`config.mk`:
```
export PLATFORM = sky130hd
export DESIGN_NAME = crc32c_span_const
export DESIGN_NICKNAME = d
export VERILOG_FILES = /design/src/rtl/crc32c_span_const.sv
export SDC_FILE = /design/constraint.sdc
export NUM_CORES = 1
export LEC_CHECK = 0
export ABC_AREA = 0
export ABC_CLOCK_PERIOD_IN_PS = 3100
export BUFFER_PORTS_ARGS = -buffer_cell sky130_fd_sc_hd__buf_2
export CAP_MARGIN = 20
export CORE_ASPECT_RATIO = 0.6
export CORE_MARGIN = 10
export CORE_UTILIZATION = 40
export DETAILED_ROUTE_END_ITERATION = 8
export RECOVER_POWER = 100
export SYNTH_ARGS = -nofsm -noshare
export SYNTH_HDL_FRONTEND = slang
export SYNTH_SLANG_ARGS = --single-unit
export TNS_END_PERCENT = 10
```
`constraint.sdc`:
```
create_clock -name clk -period 3.1 [get_ports clk]
set_clock_uncertainty 0.2 [all_clocks]
set_input_delay 0.155 -clock clk [delete_from_list [all_inputs] [get_ports clk]]
set_output_delay 0.155 -clock clk [all_outputs]
set_load 0.02 [all_outputs]
```
`src/rtl/crc32c_span_const.sv`:
```
module crc32c_span_const #(
  parameter int          LEN_W          = 16,
  parameter int          BITS_PER_CYCLE = 8,
  parameter logic [31:0] POLY           = 32'h82F63B78,
  parameter int          MIN_LEN        = 16,
  parameter int          FOLD_BYTES     = 8
) (
  input  logic             clk,
  input  logic             rst_n,
  input  logic             start,
  input  logic [LEN_W-1:0] seg_len,
  output logic             busy,
  output logic             done,
  output logic [31:0]      span_const
);
  localparam int CNT_W   = 32;
  localparam int STEP_SH = $clog2(BITS_PER_CYCLE);

  logic [31:0]      rem_q, rem_nxt, res_q;
  logic [CNT_W-1:0] left_q, load_cnt;
  logic             busy_q, done_q;
  logic             accept, short_len, last;

  assign accept    = start && !busy_q;
  assign short_len = seg_len < LEN_W'(MIN_LEN);
  assign load_cnt  = ((CNT_W'(seg_len) - CNT_W'(FOLD_BYTES)) << 3) >> STEP_SH;
  assign last      = busy_q && (left_q == CNT_W'(1));

  always_comb begin
    rem_nxt = rem_q;
    for (int i = 0; i < BITS_PER_CYCLE; i++)
      rem_nxt = rem_nxt[0] ? ((rem_nxt >> 1) ^ POLY) : (rem_nxt >> 1);
  end

  always_ff @(posedge clk or negedge rst_n) begin
    if (!rst_n) begin
      busy_q <= 1'b0;
      done_q <= 1'b0;
      rem_q  <= '0;
      left_q <= '0;
      res_q  <= '0;
    end else begin
      done_q <= 1'b0;
      if (accept) begin
        if (short_len) begin
          res_q  <= '0;
          done_q <= 1'b1;
        end else begin
          busy_q <= 1'b1;
          rem_q  <= 32'd1;
          left_q <= load_cnt;
        end
      end else if (busy_q) begin
        rem_q  <= rem_nxt;
        left_q <= left_q - CNT_W'(1);
        if (last) begin
          busy_q <= 1'b0;
          done_q <= 1'b1;
          res_q  <= rem_nxt;
        end
      end
    end
  end

  assign busy       = busy_q;
  assign done       = done_q;
  assign span_const = res_q;
endmodule

```
==> results of run 1 <==
## cell type report
class	instances	area [um2]
Clock inverter	6	65.1
Clock buffer	10	229
Inverter	12	45.0
Fill cell	1248	6890
Multi-Input combinational cell	405	2660
Sequential cell	98	2450
Timing Repair Buffer	76	415
Tap cell	170	213
## sequential cells by signal (all words and copies together), names as in the netlist
signal      flops
left_q         32
rem_q          32
span_const     32
busy            1
done            1
## power by group
part           leakage (nW)  switching (mW)  internal [mW]
Clock                 0.143           0.493          0.628
Combinational          1.23            2.13           1.80
Sequential             1.09           0.413           1.69
## cell usage after synthesis (2+ instances only)
cell type	n
o2bb2ai_1	3
a21oi_1	17
dfrtp_1	98
o32ai_1	2
buf_6	6
a22o_1	18
nor3_1	10
or3_1	4
nand3_1	41
buf_1	2
nand2b_1	19
nand2_1	48
mux2i_1	3
xnor2_1	63
inv_1	12
nand4_1	4
or4_1	5
nor2_1	26
nand4b_1	2
a31oi_1	3
clkbuf_1	28
or4_4	2
and2_1	3
ha_1	3
a2bb2oi_1	2
o2111ai_1	2
nand2b_4	2
o21ai_0	26
o41ai_1	7
o311ai_0	6
nor4_1	11
o31ai_1	4
o22ai_1	4
a211oi_1	5
xor2_1	22
or4b_2	3
o21ai_1	17
## cell families after synthesis
group | Yosys count | share of synthesized area, %
simple gates | 189 | 18.7
fa+ha+maj | 3 | 0.701
xor+xnor | 86 | 14.3
buf+inv | 50 | 4.44
flops | 98 | 45.8
compound gates | 123 | 15.3
mux | 4 | 0.771
## worst paths after layout
path                             start              to  slack, ns
setup / recovery            left_q[19]  span_const[29]       0.30
hold reg to reg             left_q[31]      left_q[31]       0.28
max in group asynchronous        rst_n        rem_q[6]       0.81
hold / removal             seg_len[14]      left_q[14]       0.06
min in group asynchronous        rst_n      left_q[30]       0.64
setup reg to reg            left_q[19]  span_const[29]       0.30
## per-stage QoR
stage	total power, mW	worst slack (ns)	hold WS [ns]
floorplan	5.07	0.461	-0.341
finish	7.15	0.297	0.0580
CTS	7.21	0.306	0.0407
detailed placement	6.05	0.303	0.161
global route	7.69	0.0819	0.0670
global placement	6.00	0.335	0.146
## critical path, stage by stage, from the launching register on
cell	delay (ns)
dfrtp_1	0.40
or3_4	0.40
or4_4	0.54
or4_4	0.72
buf_12	0.24
nand3_1	0.08
o21ai_0	0.09
## layer usage
layer	GRT usage [%]	share of wire (%)	vias to the layer above
met1	25.3	54	2135
li1	-	-	2072
met5	0	0	-
met4	3.19	0.70	0
met3	5.06	8.6	11
met2	19.3	37	165
==> results.txt, run 1 <==
Max Root-Sink Buffers: 2
CTS tree: yes
final hold vios: 0
Worst VDD drop: 543 uV
CTS root buf: clkbuf_16
outcome: finished with violations
Yosys Warn Count: 0
Die Height: 110 um
Setup Total Neg Slack: 0 ns
Final Instance Count excl. Fillers: 777
Num Clock Sinks: 98
Post-synth EDFFs: 0
initial antenna violation count: 0
placed cells: 756
P&R area growth vs syn: 13.5%
H-tree levels: 3
worst rel slew slack: -20.0%
PortBufs: 52
vias per cell: 5.64
final RePlAce weighted congestion: 0.855
top post-synthesis cells by area: dfrtp_1, xnor2_1, nand3_1, xor2_1, nand2_1
Yosys reg bits: 98
Lkg Pwr: 2.47 nW
worst path arrival time: 2.81 ns
Avg Cell Area, Syn: 9.69 um2
Slew Limit Fails: 72
maximum number of pins on one net before global-route repair: 72
CTS Buf Count: 9
Hold Path Stages: 5
vias in the first global route: 4,141
most frequent cells in the layout: dfrtp_1, xnor2_1, nand2_1
Layout Nets: 624
Final setup viols: 0
CTS resizes: 0
Routed Antenna Nets: 0
crit path kind: flip-flop to flip-flop
min Tclk post-route: 2.80 ns
drt first pass iters: 6
most common cell after layout, fill and taps aside: dfrtp_1
Worst-Margin Slew: 1.80 ns
hold crit path type: primary input to flip-flop
Synth area leader: dfrtp_1
fin crit share: 90.4%
Die X: 169 um
clk slew on worst S/H paths: 0.07 ns
Core Region: 13,000 um2
reg2reg path depth: 6
first-pass GRT wire length: 23,500 um
Startpoint Class: flip-flop
maxcap violations: 1
share of cells above drive strength 1: 9.72%
die footprint: 18,600 um2
dpl hpwl: 10,300 um
# rows: 32
GR Overflow Total: 0
area fraction of the dominant cell type after synthesis: 45.8%
# hold bufs at CTS: 5
Synth cell types: 57
final core occ: 46.9%
initial detailed-routing violation count: 438
Async SR Flop Fraction: 100%
DRT Wirelength: 14,500 um
# DRC: 0
Synth Cell Area: 5360 um2
Clock Latency Late Sink: 0.35 ns
Net Count, Synth: 575
RSZ-0062 raised after global routing: no
CP Max Fanout: 33
worst endpoint required time: 3.11 ns
PD cells: 1180 nW/um2
post-synthesis sequential area ratio: 45.8%
dpl cell area: 5810 um2
violated checks: max-capacitance violations, max-slew violations
setup bufs post-CTS: 0
fin area: 6080 um2
most used flip-flop cell after synthesis: dfrtp_1
Max Fclk: 357 MHz
vias post-DR: 4,383
crit end category: flip-flop
wire length per cell: 18.6 um
IO Pins: 53
ant diodes: 0
Initial Utilization: 41.3%
GRT Total Usage: 15.8%
Post-Synthesis Cells: 553
Power figures use the tool's default switching activity.
==> run 2, diff against run 1 <==
--- a/config.mk
+++ b/config.mk
@@ -13,6 +13,7 @@
 export CORE_MARGIN = 10
 export CORE_UTILIZATION = 40
 export DETAILED_ROUTE_END_ITERATION = 8
+export PLACE_DENSITY = 0.65
 export RECOVER_POWER = 100
 export SYNTH_ARGS = -nofsm -noshare
 export SYNTH_HDL_FRONTEND = slang
==> results.txt, run 2 (same netlist as run 1, synthesis figures left out) <==
met2 WL post-DR: 5680 um (was 5370 um)
worst rel slew slack: -3.13% (was -20.0%)
Num Clock Sinks: 98 (unchanged)
P&R area growth vs syn: 13.7% (was 13.5%)
drt first pass iters: 5 (was 6)
most frequent cells in the layout: dfrtp_1, xnor2_1, nand2_1 (unchanged)
first-pass GRT wire length: 23,500 um (about the same)
Worst-Margin Slew: 1.55 ns (was 1.80 ns)
uppermost routed layer: met4 (unchanged)
min Tclk post-route: 2.91 ns (was 2.80 ns)
crit end category: flip-flop (unchanged)
fin crit share: 93.9% (was 90.4%)
placed cells: 760 (was 756)
worst path arrival time: 2.92 ns (was 2.81 ns)
Die Height: 110 um (unchanged)
Max Root-Sink Buffers: 2 (unchanged)
final RePlAce weighted congestion: 0.872 (was 0.855)
vias per cell: 5.65 (was 5.64)
CTS Buf Count: 9 (unchanged)
worst slack at placement: 0.293 ns (was 0.303 ns)
most common cell after layout, fill and taps aside: dfrtp_1 (unchanged)
Core Region: 13,000 um2 (unchanged)
H-tree levels: 3 (unchanged)
Lkg Pwr: 2.50 nW (was 2.47 nW)
RSZ-0062 raised after global routing: no (unchanged)
share of cells above drive strength 1: 10.3% (was 9.72%)
Die X: 169 um (unchanged)
Layout Nets: 628 (was 624)
ant diodes: 0 (unchanged)
dpl hpwl: 10,800 um (was 10,300 um)
initial detailed-routing violation count: 428 (was 438)
DRT Wirelength: 14,600 um (was 14,500 um)
CTS root buf: clkbuf_16 (unchanged)
Routed Antenna Nets: 0 (unchanged)
vias in the first global route: 4,172 (was 4,141)
maxcap violations: 1 (unchanged)
wire length per cell: 18.7 um (was 18.6 um)
hold crit path type: primary input to flip-flop (unchanged)
initial antenna violation count: 0 (unchanged)
CP Max Fanout: 39 (was 33)
setup bufs post-CTS: 0 (unchanged)
Slew Limit Fails: 60 (was 72)
Final setup viols: 0 (unchanged)
metal3 WL: 1140 um (was 1240 um)
outcome: finished with violations (unchanged)
die footprint: 18,600 um2 (unchanged)
PD cells: 1180 nW/um2 (about the same)
# rows: 32 (unchanged)
IO Pins: 53 (unchanged)
crit path kind: flip-flop to flip-flop (unchanged)
GR Overflow Total: 0 (unchanged)
final hold vios: 0 (unchanged)
final setup margin: 0.188 ns (was 0.297 ns)
Final Instance Count excl. Fillers: 781 (was 777)
Startpoint Class: flip-flop (unchanged)
clk slew on worst S/H paths: 0.07 ns (about the same)
Clock Latency Late Sink: 0.35 ns (about the same)
Setup Total Neg Slack: 0 ns (unchanged)
# DRC: 0 (unchanged)
Post-Route M1 WL: 7700 um (was 7760 um)
Power, Total: 7.21 mW (was 7.15 mW)
vias post-DR: 4,412 (was 4,383)
CTS tree: yes (unchanged)
Max Fclk: 343 MHz (was 357 MHz)
violated checks: max-capacitance violations, max-slew violations (unchanged)
PortBufs: 52 (unchanged)
Initial Utilization: 41.3% (unchanged)
maximum number of pins on one net before global-route repair: 60 (was 72)
Worst VDD drop: 639 uV (was 543 uV)
worst endpoint required time: 3.10 ns (was 3.11 ns)
GRT Total Usage: 15.7% (was 15.8%)
-- run 2: changes by cell type in the layout (fill, tap and decap cells not counted), sizes merged --
cell / delta
buf: +2
bufinv: -1
clkbuf: +1
clkinvlp: -1
inv: +3
-- run 2: power breakdown --
part	internal, mW	leakage [nW]	switching (mW)	total (mW)
combinational	1.80	1.27	2.21	4.01
sequential	1.69	1.09	0.416	2.10
clock	0.566	0.144	0.531	1.10
-- run 2: final cells by class --
type,instances,area (um2)
clock buffer,9,225
timing repair buffer,80,427
multi-input combinational,405,2660
inverter,12,45.0
clock inverter,7,66.3
sequential,98,2450
tap,170,213
fill,1256,6880
-- run 2: through the flow --
stage               util (%)  instance area (um2)  hold WS (ns)
floorplan                  -                 5360        -0.341
global placement        45.0                 5830        0.0752
detailed placement      45.0                 5830        0.0865
CTS                     47.6                 6170        0.0176
global route            47.0                 6090        0.0430
finish                  47.0                 6090        0.0335
-- run 2: layer usage --
layer  track usage, %  up-vias
met5                0        -
met4             2.45        0
met3             4.85        5
met2             20.1      158
met1             24.9     2170
li1                 -     2079
-- run 2: final timing paths --
check / from / end / slack [ns] / cells past startpoint
min in group asynchronous: rst_n / span_const[25] / 0.53 / 2
max reg2reg: left_q[20] / span_const[30] / 0.19 / 6
min reg2reg: left_q[23] / left_q[23] / 0.28 / 1
min: seg_len[13] / left_q[14] / 0.03 / 4
max: left_q[20] / span_const[30] / 0.19 / 6
max in group asynchronous: rst_n / span_const[20] / 0.87 / 3
-- run 2: repair_timing --
action                                 4_1_cts  5_1_grt
setup endpoints to repair                    0        0
hold buffers                                 5        0
resized for setup                            0        0
endpoints found under the hold margin       61        0
-- run 2: critical path, cell delays in order (launching register included) --
cell,delay [ns]
dfrtp_1,0.40
or3_4,0.42
or4_1,0.61
or4_4,0.72
buf_12,0.23
nand3_1,0.08
o21ai_0,0.10
==> run 3, diff against run 2 <==
--- a/config.mk
+++ b/config.mk
@@ -5,7 +5,7 @@
 export SDC_FILE = /design/constraint.sdc
 export NUM_CORES = 1
 export LEC_CHECK = 0
-export ABC_AREA = 0
+export ABC_AREA = 1
 export ABC_CLOCK_PERIOD_IN_PS = 3100
 export BUFFER_PORTS_ARGS = -buffer_cell sky130_fd_sc_hd__buf_2
 export CAP_MARGIN = 20
@@ -13,8 +13,7 @@
 export CORE_MARGIN = 10
 export CORE_UTILIZATION = 40
 export DETAILED_ROUTE_END_ITERATION = 8
-export PLACE_DENSITY = 0.65
-export RECOVER_POWER = 100
+export PLACE_DENSITY = 0.64
 export SYNTH_ARGS = -nofsm -noshare
 export SYNTH_HDL_FRONTEND = slang
 export SYNTH_SLANG_ARGS = --single-unit
==> results.txt, run 3 <==
maximum number of pins on one net before global-route repair: 57 (was 60)
drt first pass iters: 7 (was 5)
# DRC: 0 (unchanged)
Layout Nets: 943 (was 628)
area fraction of the dominant cell type after synthesis: 37.8% (was 45.8%)
vias post-DR: 5,941 (was 4,412)
count leader, synth: nand2_1 (was dfrtp_1)
crit path kind: primary input to flip-flop (was flip-flop to flip-flop)
Startpoint Class: primary input (was flip-flop)
fin crit share: 78.7% (was 93.9%)
Synth Cell Area: 6490 um2 (was 5360 um2)
Setup Total Neg Slack: 0 ns (unchanged)
Num Clock Sinks: 98 (unchanged)
wire length per cell: 17.1 um (was 18.7 um)
fin area: 7210 um2 (was 6090 um2)
worst path arrival time: 2.53 ns (was 2.92 ns)
Net Count, Synth: 895 (was 575)
Synth cell types: 47 (was 57)
Post-synth EDFFs: 0 (unchanged)
Die Height: 119 um (was 110 um)
PD cells: 1170 nW/um2 (was 1180 nW/um2)
most common cell after layout, fill and taps aside: nand2_1 (was dfrtp_1)
ant diodes: 0 (unchanged)
worst rel slew slack: 56.8% (was -3.13%)
dpl cell area: 6840 um2 (was 5830 um2)
die footprint: 21,900 um2 (was 18,600 um2)
Yosys Warn Count: 0 (unchanged)
CTS resizes: 0 (unchanged)
RSZ-0062 raised after global routing: no (unchanged)
Max Root-Sink Buffers: 2 (unchanged)
Yosys reg bits: 98 (unchanged)
initial antenna violation count: 0 (unchanged)
dpl hpwl: 14,100 um (was 10,800 um)
setup bufs post-CTS: 0 (unchanged)
vias per cell: 5.26 (was 5.65)
hold crit path type: primary input to flip-flop (unchanged)
GRT Total Usage: 17.9% (was 15.7%)
Routed Antenna Nets: 0 (unchanged)
fill count: 1,567 (was 1,256)
DRT Wirelength: 19,300 um (was 14,600 um)
Final setup viols: 0 (unchanged)
Avg Cell Area, Syn: 7.44 um2 (was 9.69 um2)
worst endpoint required time: 3.20 ns (was 3.10 ns)
Initial Utilization: 41.5% (was 41.3%)
# hold bufs at CTS: 8 (was 5)
Slew Limit Fails: 0 (was 60)
top post-synthesis cells by area: dfrtp_1, nand2_1, xor2_1, nand3_1, nor2_1 (was dfrtp_1, xnor2_1, nand3_1, xor2_1, nand2_1)
r2r setup slk: 0.70 ns (was 0.19 ns)
IO Pins: 53 (unchanged)
H-tree levels: 3 (unchanged)
# rows: 35 (was 32)
initial detailed-routing violation count: 789 (was 428)
GR Overflow Total: 0 (unchanged)
vias in the first global route: 5,404 (was 4,172)
CP Max Fanout: 30 (was 39)
PortBufs: 52 (unchanged)
min Tclk post-route: 2.44 ns (was 2.91 ns)
outcome: completed (was finished with violations)
CTS tree: yes (unchanged)
first-pass GRT wire length: 31,400 um (was 23,500 um)
Core Region: 15,600 um2 (was 13,000 um2)
share of cells above drive strength 1: 15.4% (was 10.3%)
Async SR Flop Fraction: 100% (unchanged)
Worst VDD drop: 514 uV (was 639 uV)
most frequent cells in the layout: nand2_1, dfrtp_1, nor2_1 (was dfrtp_1, xnor2_1, nand2_1)
clk slew on worst S/H paths: 0.07 ns (about the same)
Clock Latency Late Sink: 0.35 ns (about the same)
post-synthesis sequential area ratio: 37.8% (was 45.8%)
crit end category: flip-flop (unchanged)
Lkg Pwr: 3.61 nW (was 2.50 nW)
final RePlAce weighted congestion: 0.914 (was 0.872)
CTS Buf Count: 9 (unchanged)
Worst-Margin Slew: 0.648 ns (was 1.55 ns)
final hold vios: 0 (unchanged)
maxcap violations: 0 (was 1)
Synth area leader: dfrtp_1 (unchanged)
Max Fclk: 410 MHz (was 343 MHz)
P&R area growth vs syn: 11.1% (was 13.7%)
Die X: 184 um (was 169 um)
Post-Synthesis Cells: 873 (was 553)
CTS root buf: clkbuf_16 (unchanged)
top cell types by occurrence after synthesis: nand2_1, dfrtp_1, nor2_1 (was dfrtp_1, xnor2_1, nand2_1)
most used flip-flop cell after synthesis: dfrtp_1 (unchanged)
run 3: layout make-up:
type | count | area (um2) | share of cell area [%]
Clock buffer | 11 | 243 | 3.37
Clock inverter | 5 | 43.8 | 0.607
Inverter | 79 | 314 | 4.36
Multi-Input combinational cell | 663 | 3470 | 48.2
Sequential cell | 98 | 2450 | 34.0
Tap cell | 203 | 254 | 3.52
Timing Repair Buffer | 70 | 430 | 5.97
run 3: through the flow:
step	power (mW)	instances	utilization, %	setup slack, ns	hold WS, ns
finish	8.41	1129	46.1	0.662	0.0161
global route	9.12	1129	46.1	0.502	0.0574
CTS	8.31	1129	46.1	0.720	0.00854
detailed placement	7.16	1105	43.8	0.812	0.00482
global placement	7.09	1105	43.8	0.767	-0.000226
floorplan	6.02	873	-	1.32	-0.341
run 3: cells by family (layout without fill, tap and decap cells):
family,Yosys count,count (layout),synth area share (%)
buffers and inverters,112,165,8.73
flip-flops,98,98,37.8
multiplexers,1,1,0.154
AO/OA/AOI/OAI,105,105,8.71
AND/OR/NAND/NOR,489,489,35.1
XOR/XNOR,65,65,9.00
adder cells (fa/ha/maj),3,3,0.578
run 3: critical path: stages:
cell	delay, ns
dlygate4sd3_1	0.53
buf_2	0.15
nor2_2	0.14
nand2_1	0.08
nor2_2	0.25
nand2_1	0.12
nand2_1	0.09
nand2_2	0.06
inv_2	0.42
buf_4	0.34
nand2_1	0.11
nand2_1	0.08
run 3: final timing paths:
check | startpoint | to | depth (start not counted)
worst max register to register | rem_q[4] | span_const[3] | 13
min in group asynchronous | rst_n | rem_q[10] | 2
worst min register to register | span_const[0] | span_const[0] | 2
worst max-delay path | seg_len[10] | rem_q[3] | 12
worst min-delay path | seg_len[13] | left_q[13] | 5
max in group asynchronous | rst_n | left_q[15] | 3
run 3: per-layer routing:
layer	wire length, um	global-route usage (%)
met1	10500	30.5
met2	6690	20.9
met3	1970	3.85
met4	154	3.47
met5	0	0
run 3: power by group:
| group | internal [mW] | total (mW) | leakage, nW | switching, mW |
|---|---|---|---|---|
| Combinational | 1.75 | 5.21 | 2.34 | 3.46 |
| Clock | 0.581 | 1.11 | 0.142 | 0.531 |
| Sequential | 1.65 | 2.09 | 1.12 | 0.438 |
